`config.mk`:
```
export PLATFORM = sky130hd
export DESIGN_NAME = dac_serial_ctrl
export DESIGN_NICKNAME = d
export VERILOG_FILES = /design/src/rtl/dac_ctrl_pkg.sv /design/src/rtl/dac_in_sync.sv /design/src/rtl/dac_frame_fsm.sv /design/src/rtl/dac_cmd_regs.sv /design/src/rtl/dac_serial_ctrl.sv
export SDC_FILE = /design/constraint.sdc
export NUM_CORES = 1
export LEC_CHECK = 0
export ABC_CLOCK_PERIOD_IN_PS = 1900
export BUFFER_PORTS_ARGS = -buffer_cell sky130_fd_sc_hd__buf_2
export CAP_MARGIN = 20
export CELL_PAD_IN_SITES_DETAIL_PLACEMENT = 0
export CELL_PAD_IN_SITES_GLOBAL_PLACEMENT = 1
export CORE_MARGIN = 2
export CORE_UTILIZATION = 49
export DETAILED_ROUTE_END_ITERATION = 16
export PLACE_DENSITY_LB_ADDON = 0.1
export SYNTH_ARGS = -nofsm -noshare
export SYNTH_HDL_FRONTEND = slang
export SYNTH_SLANG_ARGS = --single-unit
```
`constraint.sdc`:
```
create_clock -name clk -period 1.9 [get_ports clk]
set_clock_uncertainty 0.2 [all_clocks]
set_input_delay 0.38 -clock clk [delete_from_list [all_inputs] [get_ports clk]]
set_output_delay 0.38 -clock clk [all_outputs]
set_load 0.05 [all_outputs]
```
`src/rtl/dac_ctrl_pkg.sv`:
```
package dac_ctrl_pkg;

    localparam int FRAME_W  = 24;
    localparam int CODE_W   = 16;
    localparam int FLAG_BIT = 22;
    localparam int MODE_LSB = 20;
    localparam int CNT_W    = $clog2(FRAME_W + 1);

    typedef enum logic [1:0] {
        FS_HOLD  = 2'd0,
        FS_IDLE  = 2'd1,
        FS_SHIFT = 2'd2,
        FS_SWR   = 2'd3
    } fsm_state_t;

    typedef enum logic [1:0] {
        OM_NORMAL = 2'b00,
        OM_HIZ    = 2'b01,
        OM_PD100K = 2'b10,
        OM_PD1K   = 2'b11
    } out_mode_t;

    typedef struct packed {
        logic              rst_flag;
        out_mode_t         mode;
        logic [CODE_W-1:0] code;
    } cmd_t;

endpackage

```
`src/rtl/dac_in_sync.sv`:
```
module dac_in_sync #(
    parameter int             STAGES  = 2,
    parameter int             N       = 3,
    parameter logic [N-1:0]   RST_VAL = '0
) (
    input  logic         clk,
    input  logic         rst_n,
    input  logic [N-1:0] async_i,
    output logic [N-1:0] sync_o
);

    for (genvar g = 0; g < N; g++) begin : g_bit
        logic [STAGES-1:0] chain_q;

        always_ff @(posedge clk or negedge rst_n) begin
            if (!rst_n) begin
                chain_q <= {STAGES{RST_VAL[g]}};
            end else begin
                chain_q <= {chain_q[STAGES-2:0], async_i[g]};
            end
        end

        assign sync_o[g] = chain_q[STAGES-1];
    end

endmodule

```
`src/rtl/dac_frame_fsm.sv`:
```
module dac_frame_fsm
    import dac_ctrl_pkg::*;
#(
    parameter int SWR_PREFIX = 8
) (
    input  logic             clk,
    input  logic             rst_n,
    input  logic             fsel_lvl_i,
    input  logic             sclk_lvl_i,
    input  logic             sdin_lvl_i,
    output logic             exec_o,
    output logic             swr_o,
    output cmd_t             cmd_o,
    output logic [CNT_W-1:0] bit_cnt_o
);

    fsm_state_t         state_q, state_d;
    logic [FRAME_W-1:0] shreg_q, shreg_nx;
    logic [CNT_W-1:0]   cnt_q;
    logic               sclk_prev_q;
    logic               exec_q, swr_q;
    logic               in_frame, sclk_fall, shift_now, last_bit, prefix_hit;

    assign in_frame   = (state_q == FS_SHIFT) || (state_q == FS_SWR);
    assign sclk_fall  = sclk_prev_q && !sclk_lvl_i;
    assign shift_now  = in_frame && !fsel_lvl_i && sclk_fall;
    assign shreg_nx   = {shreg_q[FRAME_W-2:0], sdin_lvl_i};
    assign last_bit   = shift_now && (cnt_q == CNT_W'(FRAME_W - 1));
    assign prefix_hit = shift_now && (state_q == FS_SHIFT)
                     && (cnt_q == CNT_W'(SWR_PREFIX - 1))
                     && (&shreg_nx[SWR_PREFIX-1:0]);

    // state register
    always_ff @(posedge clk or negedge rst_n) begin
        if (!rst_n) state_q <= FS_HOLD;
        else        state_q <= state_d;
    end

    // next state
    always_comb begin
        state_d = state_q;
        unique case (state_q)
            FS_HOLD:  if (fsel_lvl_i) state_d = FS_IDLE;
            FS_IDLE:  if (!fsel_lvl_i) state_d = FS_SHIFT;
            FS_SHIFT: begin
                if (fsel_lvl_i)      state_d = FS_IDLE;
                else if (last_bit)   state_d = FS_HOLD;
                else if (prefix_hit) state_d = FS_SWR;
            end
            FS_SWR: begin
                if (fsel_lvl_i)      state_d = FS_IDLE;
                else if (last_bit)   state_d = FS_HOLD;
            end
            default: state_d = FS_HOLD;
        endcase
    end

    // outputs and frame datapath
    always_ff @(posedge clk or negedge rst_n) begin
        if (!rst_n) begin
            shreg_q     <= '0;
            cnt_q       <= '0;
            sclk_prev_q <= 1'b0;
            exec_q      <= 1'b0;
            swr_q       <= 1'b0;
        end else begin
            sclk_prev_q <= sclk_lvl_i;
            exec_q      <= 1'b0;
            swr_q       <= 1'b0;
            unique case (state_q)
                FS_HOLD: ;
                FS_IDLE: begin
                    shreg_q <= '0;
                    cnt_q   <= '0;
                end
                FS_SHIFT, FS_SWR: begin
                    if (fsel_lvl_i) begin
                        shreg_q <= '0;
                        cnt_q   <= '0;
                        if (state_q == FS_SWR) begin
                            exec_q <= 1'b1;
                            swr_q  <= 1'b1;
                        end
                    end else if (shift_now) begin
                        shreg_q <= shreg_nx;
                        cnt_q   <= cnt_q + 1'b1;
                        if (last_bit) begin
                            exec_q <= 1'b1;
                            swr_q  <= &shreg_nx;
                        end
                    end
                end
                default: ;
            endcase
        end
    end

    assign exec_o         = exec_q;
    assign swr_o          = swr_q;
    assign cmd_o.rst_flag = shreg_q[FLAG_BIT];
    assign cmd_o.mode     = out_mode_t'(shreg_q[MODE_LSB +: 2]);
    assign cmd_o.code     = shreg_q[CODE_W-1:0];
    assign bit_cnt_o      = cnt_q;

endmodule

```
`src/rtl/dac_cmd_regs.sv`:
```
module dac_cmd_regs
    import dac_ctrl_pkg::*;
#(
    parameter logic [CODE_W-1:0] POR_CODE = '0
) (
    input  logic              clk,
    input  logic              rst_n,
    input  logic              exec_i,
    input  logic              swr_i,
    input  cmd_t              cmd_i,
    output logic [CODE_W-1:0] code_o,
    output logic              load_o,
    output out_mode_t         mode_o,
    output logic              pd_o
);

    logic [CODE_W-1:0] code_q, rst_code_q;
    logic              load_q, pd_q;
    out_mode_t         mode_q;

    always_ff @(posedge clk or negedge rst_n) begin
        if (!rst_n) begin
            code_q     <= POR_CODE;
            rst_code_q <= POR_CODE;
            mode_q     <= OM_NORMAL;
            pd_q       <= 1'b0;
            load_q     <= 1'b0;
        end else begin
            load_q <= 1'b0;
            if (exec_i) begin
                if (swr_i) begin
                    code_q <= rst_code_q;
                    mode_q <= OM_NORMAL;
                    pd_q   <= 1'b0;
                    load_q <= 1'b1;
                end else begin
                    mode_q <= cmd_i.mode;
                    pd_q   <= (cmd_i.mode != OM_NORMAL);
                    if (cmd_i.rst_flag) begin
                        rst_code_q <= cmd_i.code;
                    end else if (cmd_i.mode == OM_NORMAL) begin
                        code_q <= cmd_i.code;
                        load_q <= 1'b1;
                    end
                end
            end
        end
    end

    assign code_o = code_q;
    assign load_o = load_q;
    assign mode_o = mode_q;
    assign pd_o   = pd_q;

endmodule

```
`src/rtl/dac_serial_ctrl.sv`:
```
module dac_serial_ctrl
    import dac_ctrl_pkg::*;
#(
    parameter int SYNC_STAGES  = 2,
    parameter bit POR_MIDSCALE = 1'b0,
    parameter int SWR_PREFIX   = 8
) (
    input  logic              clk,
    input  logic              rst_n,
    input  logic              sclk_i,
    input  logic              fsel_n_i,
    input  logic              sdin_i,
    output logic [CODE_W-1:0] dac_code_o,
    output logic              dac_load_o,
    output logic [1:0]        out_mode_o,
    output logic              pwr_down_o
);

    localparam logic [CODE_W-1:0] POR_CODE =
        POR_MIDSCALE ? (CODE_W'(1) << (CODE_W - 1)) : '0;

    logic [2:0]       link_sync;
    logic             cmd_exec, cmd_swr;
    cmd_t             cmd_word;
    logic [CNT_W-1:0] bit_cnt;
    out_mode_t        mode_w;

    // bit 2: frame select (idles high), bit 1: serial clock, bit 0: data
    dac_in_sync #(
        .STAGES  (SYNC_STAGES),
        .N       (3),
        .RST_VAL (3'b100)
    ) u_sync (
        .clk     (clk),
        .rst_n   (rst_n),
        .async_i ({fsel_n_i, sclk_i, sdin_i}),
        .sync_o  (link_sync)
    );

    dac_frame_fsm #(
        .SWR_PREFIX (SWR_PREFIX)
    ) u_fsm (
        .clk        (clk),
        .rst_n      (rst_n),
        .fsel_lvl_i (link_sync[2]),
        .sclk_lvl_i (link_sync[1]),
        .sdin_lvl_i (link_sync[0]),
        .exec_o     (cmd_exec),
        .swr_o      (cmd_swr),
        .cmd_o      (cmd_word),
        .bit_cnt_o  (bit_cnt)
    );

    dac_cmd_regs #(
        .POR_CODE (POR_CODE)
    ) u_regs (
        .clk    (clk),
        .rst_n  (rst_n),
        .exec_i (cmd_exec),
        .swr_i  (cmd_swr),
        .cmd_i  (cmd_word),
        .code_o (dac_code_o),
        .load_o (dac_load_o),
        .mode_o (mode_w),
        .pd_o   (pwr_down_o)
    );

    assign out_mode_o = mode_w;

endmodule

```
==> flow_summary_export.csv, run 1 <==
group,metric,value,unit
yosys,synth.net_count,216,
sta,tightest_slew,0.449,ns
placement,dp_worst_setup_slack,0.174,ns
global_routing,grt_util_all_layers,18.4,%
drt,drt_pass1_iterations,4,
hold_path,hold_class,"flip-flop to flip-flop",
global_routing,grt-ovfl-total,0,
cells_and_area,drive_above_1_share,41.7,%
yosys,synth-edff-count,0,
global_routing,grt_pass1_wl,10100,um
sta,slew_headroom,69.2,%
drt,num_vias,1900,
sta,hold_violations,0,
setup_path,crit_path_start_kind,"flip-flop",
drt,wl_per_cell,17.4,um
clocking,cts_tree,"yes",
yosys,syn_area_per_cell,14.8,sq um
drt,antenna_left,0,
placement,portBuffers,24,
yosys,syn_area,3110,sq um
status,status,"complete, no violations",
job,maxCapViolations,0,
clocking,cts_htree_levels,3,
global_routing,grt_pass1_vias,2050,
sta,fin_crit_sh,91.2,%
yosys,synth_cells,210,
placement,routabilityCongestion,0.757,
sta,rsz0062_at_grt,"no",
yosys,ys.flop_type,"dfrtp_1",
sta,period_needed,1.73,ns
sta,final-setup-viol-count,0,
clocking,clkTransAtPathRegs,0.07,ns
yosys,ys_async_sr_fraction,100,%
power_and_ir_drop,irDropWorstVdd,0.565,mV
die,core-area,6240,sq um
drt,vias_per_cell,5.78,
yosys,ys_seq_area_share,60.4,%
sta,fin_tns_setup,0,ns
placement,hpwl,3810,um
yosys,ys_seq_elements,75,
yosys,yosys.cell_types.count,34,
global_routing,grt_antenna_before_repair,0,
yosys,yosys_warnings,0,
clocking,cts.path.max_buffers,2,
setup_path,critical_path_required,1.93,ns
cells_and_area,nets,253,
cells_and_area,n_fill_cell,529,
clocking,cts-resized-gates,0,
clocking,cts_made_buffers,9,
setup_path,crit_arrival,1.76,ns
hold_path,hp-start,"u_sync.g_bit[0].chain_q[0]$_DFF_PN0_",
die,fp.dieArea,7000,sq um
die,die_y,83.7,um
yosys,synthTopCellsByArea,"dfrtp_1 (59%), mux2_2 (15%), a22o_1 (6.5%)",
setup_path,critical_path_peak_fanout,15,
sta,slew_violations,0,
clocking,ctsRootBufferMaster,"clkbuf_8",
setup_path,r2r_start,"u_sync.g_bit[2].chain_q[1]$_DFF_PN1_",
power_and_ir_drop,powerDensity,803,nW/um^2
power_and_ir_drop,power.total,2.85,mW
die,num_rows,29,
sta,fmax,0.577,GHz
die,pin_count,25,
drt,wl,5720,um
yosys,yosysTopAreaCell,"dfrtp_1",
die,initial_core_util,49.9,%
global_routing,grt_max_degree,36,
clocking,cts_sinks,75,
die,die_w,83.7,um
sta,setup_ws,0.167,ns
setup_path,critical_path_class,"flip-flop to flip-flop",
drt,drc,0,
power_and_ir_drop,leakage,1.79,nW
cells_and_area,diodes,0,
drt,drt-initial-drc-count,172,
setup_path,crit_path_end_kind,"flip-flop",
yosys,synth_top_area_share,58.7,%
setup_path,crit_start,"u_sync.g_bit[2].chain_q[1]$_DFF_PN1_",
clocking,clock_latency,0.34,ns
cells_and_area,area_growth,14.1,%
## report_power, final
group	internal, mW	leakage, nW	total (mW)	switching (mW)
sequential	1.61	1.02	1.63	0.0149
clock	0.503	0.0928	1.07	0.568
combinational	0.0549	0.674	0.150	0.0956
## cell usage after synthesis, types with 3 or more instances
master and n:
nand3_1 4, nand2b_1 4, a22o_1 23, mux2_4 9, nand2_1 4, dfrtp_1 73
o21ai_0 3, buf_2 6, inv_1 3, nand4_1 5, mux2i_1 4, a211oi_1 4
nor2_1 3, mux2_2 41
## state kept, by name, summed over array words and instances (netlist names)
signal and flops:
u_fsm.bit_cnt_o 5, u_fsm.exec_o 1, u_fsm.sclk_prev_q 1, u_fsm.shreg_q 23, u_fsm.state_q 2, u_fsm.swr_o 1, u_regs.code_o 16, u_regs.load_o 1
u_regs.mode_o 2, u_regs.pd_o 1, u_regs.rst_code_q 16, u_sync.g_bit.chain_q 6
## layout make-up
cell class	count	area [sq um]	share of cell area, %
clock buffers	11	141	3.98
clock inverters	5	28.8	0.811
inverters	3	11.3	0.317
multi-input cells	121	1140	32.1
flip-flops and latches	75	1880	52.9
well taps	77	96.3	2.71
repair buffers	37	253	7.12
## what timing repair did
item / CTS / global route
hold buffers: 4 / 0
buffers inserted: 0 / 0
endpoints found under the hold margin: 18 / 0
setup endpoints to repair: 0 / 0
## cells by family (layout without fill, tap and decap cells)
kind of cell               after synthesis  count (layout)  synth area share [%]
AOI/OAI and AO/OA                       35              35                  9.33
adders and majority gates                1               1                 0.402
DFF                                     75              75                  60.4
muxes                                   54              54                  20.5
and+or+nand+nor                         31              31                  6.43
buffers and inverters                   14              56                  2.98
## critical path: stages, from the launching register on
cell and delay (ns):
dfstp_2 0.57, and4bb_2 0.35, a41o_1 0.27, a31o_2 0.24
## path summary, 6_finish.rpt
check                                                  endpoint  slack (ns)  cells after the start
max                                u_fsm.state_q[0]$_DFFE_PN0P_        0.17                      3
max reg2reg                        u_fsm.state_q[0]$_DFFE_PN0P_        0.17                      3
min                        u_sync.g_bit[0].chain_q[1]$_DFF_PN0_        0.15                      0
min in group asynchronous          u_regs.code_o[9]$_DFFE_PN0P_        0.31                      2
max in group asynchronous  u_sync.g_bit[2].chain_q[1]$_DFF_PN1_        0.58                      3
min reg2reg                u_sync.g_bit[0].chain_q[1]$_DFF_PN0_        0.15                      0
## through the flow
step	util (%)	instances	instance area (sq um)	hold slack (ns)
finish	56.9	329	3550	0.150
floorplan	-	210	3110	-0.116
CTS	56.9	329	3550	0.152
global route	56.9	329	3550	0.158
detailed placement	53.5	309	3340	0.135
global placement	53.5	309	3340	0.129
## routing by layer
metal  vias up  part of all wire (%)  track usage, %
met2        37                    52            31.1
li1        858                     -               -
met3         9                   2.9            3.56
met1       996                    44            22.9
met5         -                     0               0
met4         0                   1.8            8.36
## cells in the final DEF (no fill, tap or decap), drive strengths merged, types with 2 or more instances in the layout
cell / n
nand3b: 3
a22o: 24
inv: 3
clkinv: 5
dfstp: 2
buf: 33
o21ai: 3
and4: 2
nand2: 4
a211oi: 4
nand4: 5
dlygate4sd3: 4
nand3: 4
nor2: 3
mux2: 50
clkbuf: 11
nand2b: 4
dfrtp: 73
mux2i: 4
(Power assumes the default switching activity.)
==> inputs of run 2 (changes only) <==
Settings changed: ABC_AREA from default to 1, CORE_ASPECT_RATIO from default to 0.8, CORE_UTILIZATION 49 to 46, SLEW_MARGIN from default to 10.
==> flow_summary_export.csv, run 2 <==
group,metric,value,unit
setup_path,crit_path_start_kind,"flip-flop",
die,pin_count,25,
sta,fmax,0.599,GHz
cells_and_area,n_fill_cell,630,
yosys,synth_common_cells,"nand2_1 (75), dfrtp_1 (73), inv_1 (34), nor2_1 (24), o22ai_1 (22)",
sta,slew_violations,0,
global_routing,grt_max_degree,34,
setup_path,critical_path_required,1.94,ns
power_and_ir_drop,leakage,1.61,nW
placement,dp_worst_setup_slack,0.231,ns
clocking,ctsRootBufferMaster,"clkbuf_8",
placement,placed_area,3410,sq um
placement,routabilityCongestion,0.793,
drt,wl_per_cell,13.9,um
hold_path,hold_class,"flip-flop to flip-flop",
global_routing,grt_antenna_before_repair,0,
drt,drc,0,
drt,vias_per_cell,5.01,
die,die_y,78.1,um
die,initial_core_util,48.5,%
global_routing,grt_util_all_layers,18.4,%
sta,hold_ws,0.154,ns
placement,dp.cells,426,
sta,tightest_slew,0.454,ns
cells_and_area,layout_common_cells,"nand2_1 (75), dfrtp_1 (73), inv_1 (34), nor2_1 (24), buf_2 (23)",
power_and_ir_drop,powerDensity,1370,nW/um^2
drt,num_vias,2236,
placement,hpwl,4360,um
yosys,synth-simple-area-share,16.3,%
yosys,synth.most_common_cell,"nand2_1",
sta,period_needed,1.67,ns
cells_and_area,utilization,56.5,%
power_and_ir_drop,irDropWorstVdd,0.644,mV
die,die_w,96.6,um
cells_and_area,layout_commonest_cell,"nand2_1",
global_routing,grt_pass1_vias,2186,
clocking,clkTransAtPathRegs,0.08,ns
drt,drt-initial-drc-count,123,
sta,slew_headroom,69.7,%
power_and_ir_drop,power.total,5.02,mW
yosys,synth_cells,320,
cells_and_area,stdcell_area,3670,sq um
cells_and_area,nets,363,
cells_and_area,drive_above_1_share,21.8,%
yosys,synth-edff-count,0,
yosys,synth.area.mux_share,0,%
sta,fin_crit_sh,87.8,%
drt,drt_pass1_iterations,4,
cells_and_area,seq_area,1880,sq um
sta,rsz0062_at_grt,"no",
yosys,ys_seq_area_share,59.6,%
sta,setup_ws,0.232,ns
clocking,cts_sinks,75,
clocking,post_cts_buffers,0,
sta,final-setup-viol-count,0,
placement,portBuffers,24,
clocking,cts_made_buffers,9,
die,num_rows,26,
cells_and_area,diodes,0,
yosys,ys_seq_elements,75,
setup_path,critical_path_peak_fanout,5,
yosys,synth_xor_xnor_area_share,0.278,%
setup_path,r2r_setup_slack,0.23,ns
cells_and_area,largest_register,"u_fsm.shreg_q",
sta,fin_tns_setup,0,ns
clocking,cts_htree_levels,3,
clocking,cts.path.max_buffers,2,
setup_path,crit_path_end_kind,"flip-flop",
global_routing,grt_pass1_wl,10900,um
yosys,yosys.cell_types.count,30,
cells_and_area,largest_reg_flops,23,
setup_path,critical_path_class,"flip-flop to flip-flop",
die,core-area,6510,sq um
yosys,synth_top_family_by_area,"simple AND/OR/NAND/NOR gates",
sta,hold_violations,0,
yosys,syn_area,3160,sq um
clocking,clock_latency,0.34,ns
status,status,"complete, no violations",
yosys,yosys_warnings,0,
die,fp.dieArea,7540,sq um
cells_and_area,multi_input_area,1050,sq um
clocking,cts_tree,"yes",
yosys,ys.flop_type,"dfrtp_1",
setup_path,crit_arrival,1.71,ns
job,maxCapViolations,0,
yosys,synth.net_count,326,
yosys,synth_fa_ha_area_share,0.397,%
drt,antenna_left,0,
yosys,yosysTopAreaCell,"dfrtp_1",
cells_and_area,area_growth,16.4,%
yosys,synthTopCellsByArea,"dfrtp_1 (58%), nand2_1 (8.9%), a31oi_2 (4.8%)",
yosys,syn_area_per_cell,9.86,sq um
yosys,ys_async_sr_fraction,100,%
cells_and_area,stdcell_count,446,
yosys,synth_top_area_share,57.9,%
yosys,synth_compound_area_share,16.1,%
drt,wl,6190,um
global_routing,grt-ovfl-total,0,
## run 2: cell count changes after synthesis, sizes merged, moves of 5 or more
cell   previous run  this run
a22o             24         0
inv               3        36
nand3             4        10
o21ai             3        21
a21oi             0         5
o22ai             0        22
nand2             4        77
nor2              3        29
a31oi             0        16
mux2             50         0
## run 2: report_power, final
part / internal, mW / switching, mW / leakage (nW)
Sequential: 1.83 / 0.156 / 0.989
Combinational: 0.467 / 1.21 / 0.508
Clock: 0.748 / 0.613 / 0.110
Total: 3.04 / 1.98 / 1.61
## run 2: path summary, 6_finish.rpt
kind / startpoint / end / depth (start not counted)
max: u_fsm.bit_cnt_o[0]$_DFFE_PN0P_ / u_fsm.state_q[0]$_DFFE_PN0P_ / 10
min: u_sync.g_bit[0].chain_q[0]$_DFF_PN0_ / u_sync.g_bit[0].chain_q[1]$_DFF_PN0_ / 0
max reg2reg: u_fsm.bit_cnt_o[0]$_DFFE_PN0P_ / u_fsm.state_q[0]$_DFFE_PN0P_ / 10
min reg2reg: u_sync.g_bit[0].chain_q[0]$_DFF_PN0_ / u_sync.g_bit[0].chain_q[1]$_DFF_PN0_ / 0
max in group asynchronous: rst_n / u_regs.code_o[15]$_DFFE_PN0P_ / 3
min in group asynchronous: rst_n / u_regs.rst_code_q[10]$_DFFE_PN0P_ / 2
## run 2: cells by family after synthesis
kind of cell             Yosys count
buffers and inverters             50
adder cells (fa/ha/maj)            1
AND/OR/NAND/NOR                  124
flip-flops                        75
XOR/XNOR                           1
AO/OA/AOI/OAI                     69
## run 2: per-layer routing
layer  GRT usage [%]  wire (um)
met3            4.99        205
met4            6.34         53
met5               0          0
met2            28.0       2830
met1            25.9       3100
## run 2: cell type report
cell class / count / area share [%]
clock buffers: 9 / 3.37
multi-input cells: 195 / 28.5
well taps: 84 / 2.86
clock inverters: 7 / 2.69
flip-flops and latches: 75 / 51.2
repair buffers: 40 / 7.56
inverters: 36 / 3.81
## run 2: timing repair
action,in CTS,in global routing
endpoints found under the hold margin,31,0
resized for setup,0,1
endpoints found under the setup margin,0,1
hold buffers,4,0
## run 2: worst max-delay path: stages, from the launching register on
cell and delay (ns):
dfrtp_1 0.42, ha_1 0.21, nand2_1 0.09, nor2_1 0.10
nand3_1 0.19, nand2_1 0.10, inv_1 0.04, nand2_1 0.07
nand2_1 0.05, nand2_1 0.05, nand2_1 0.04
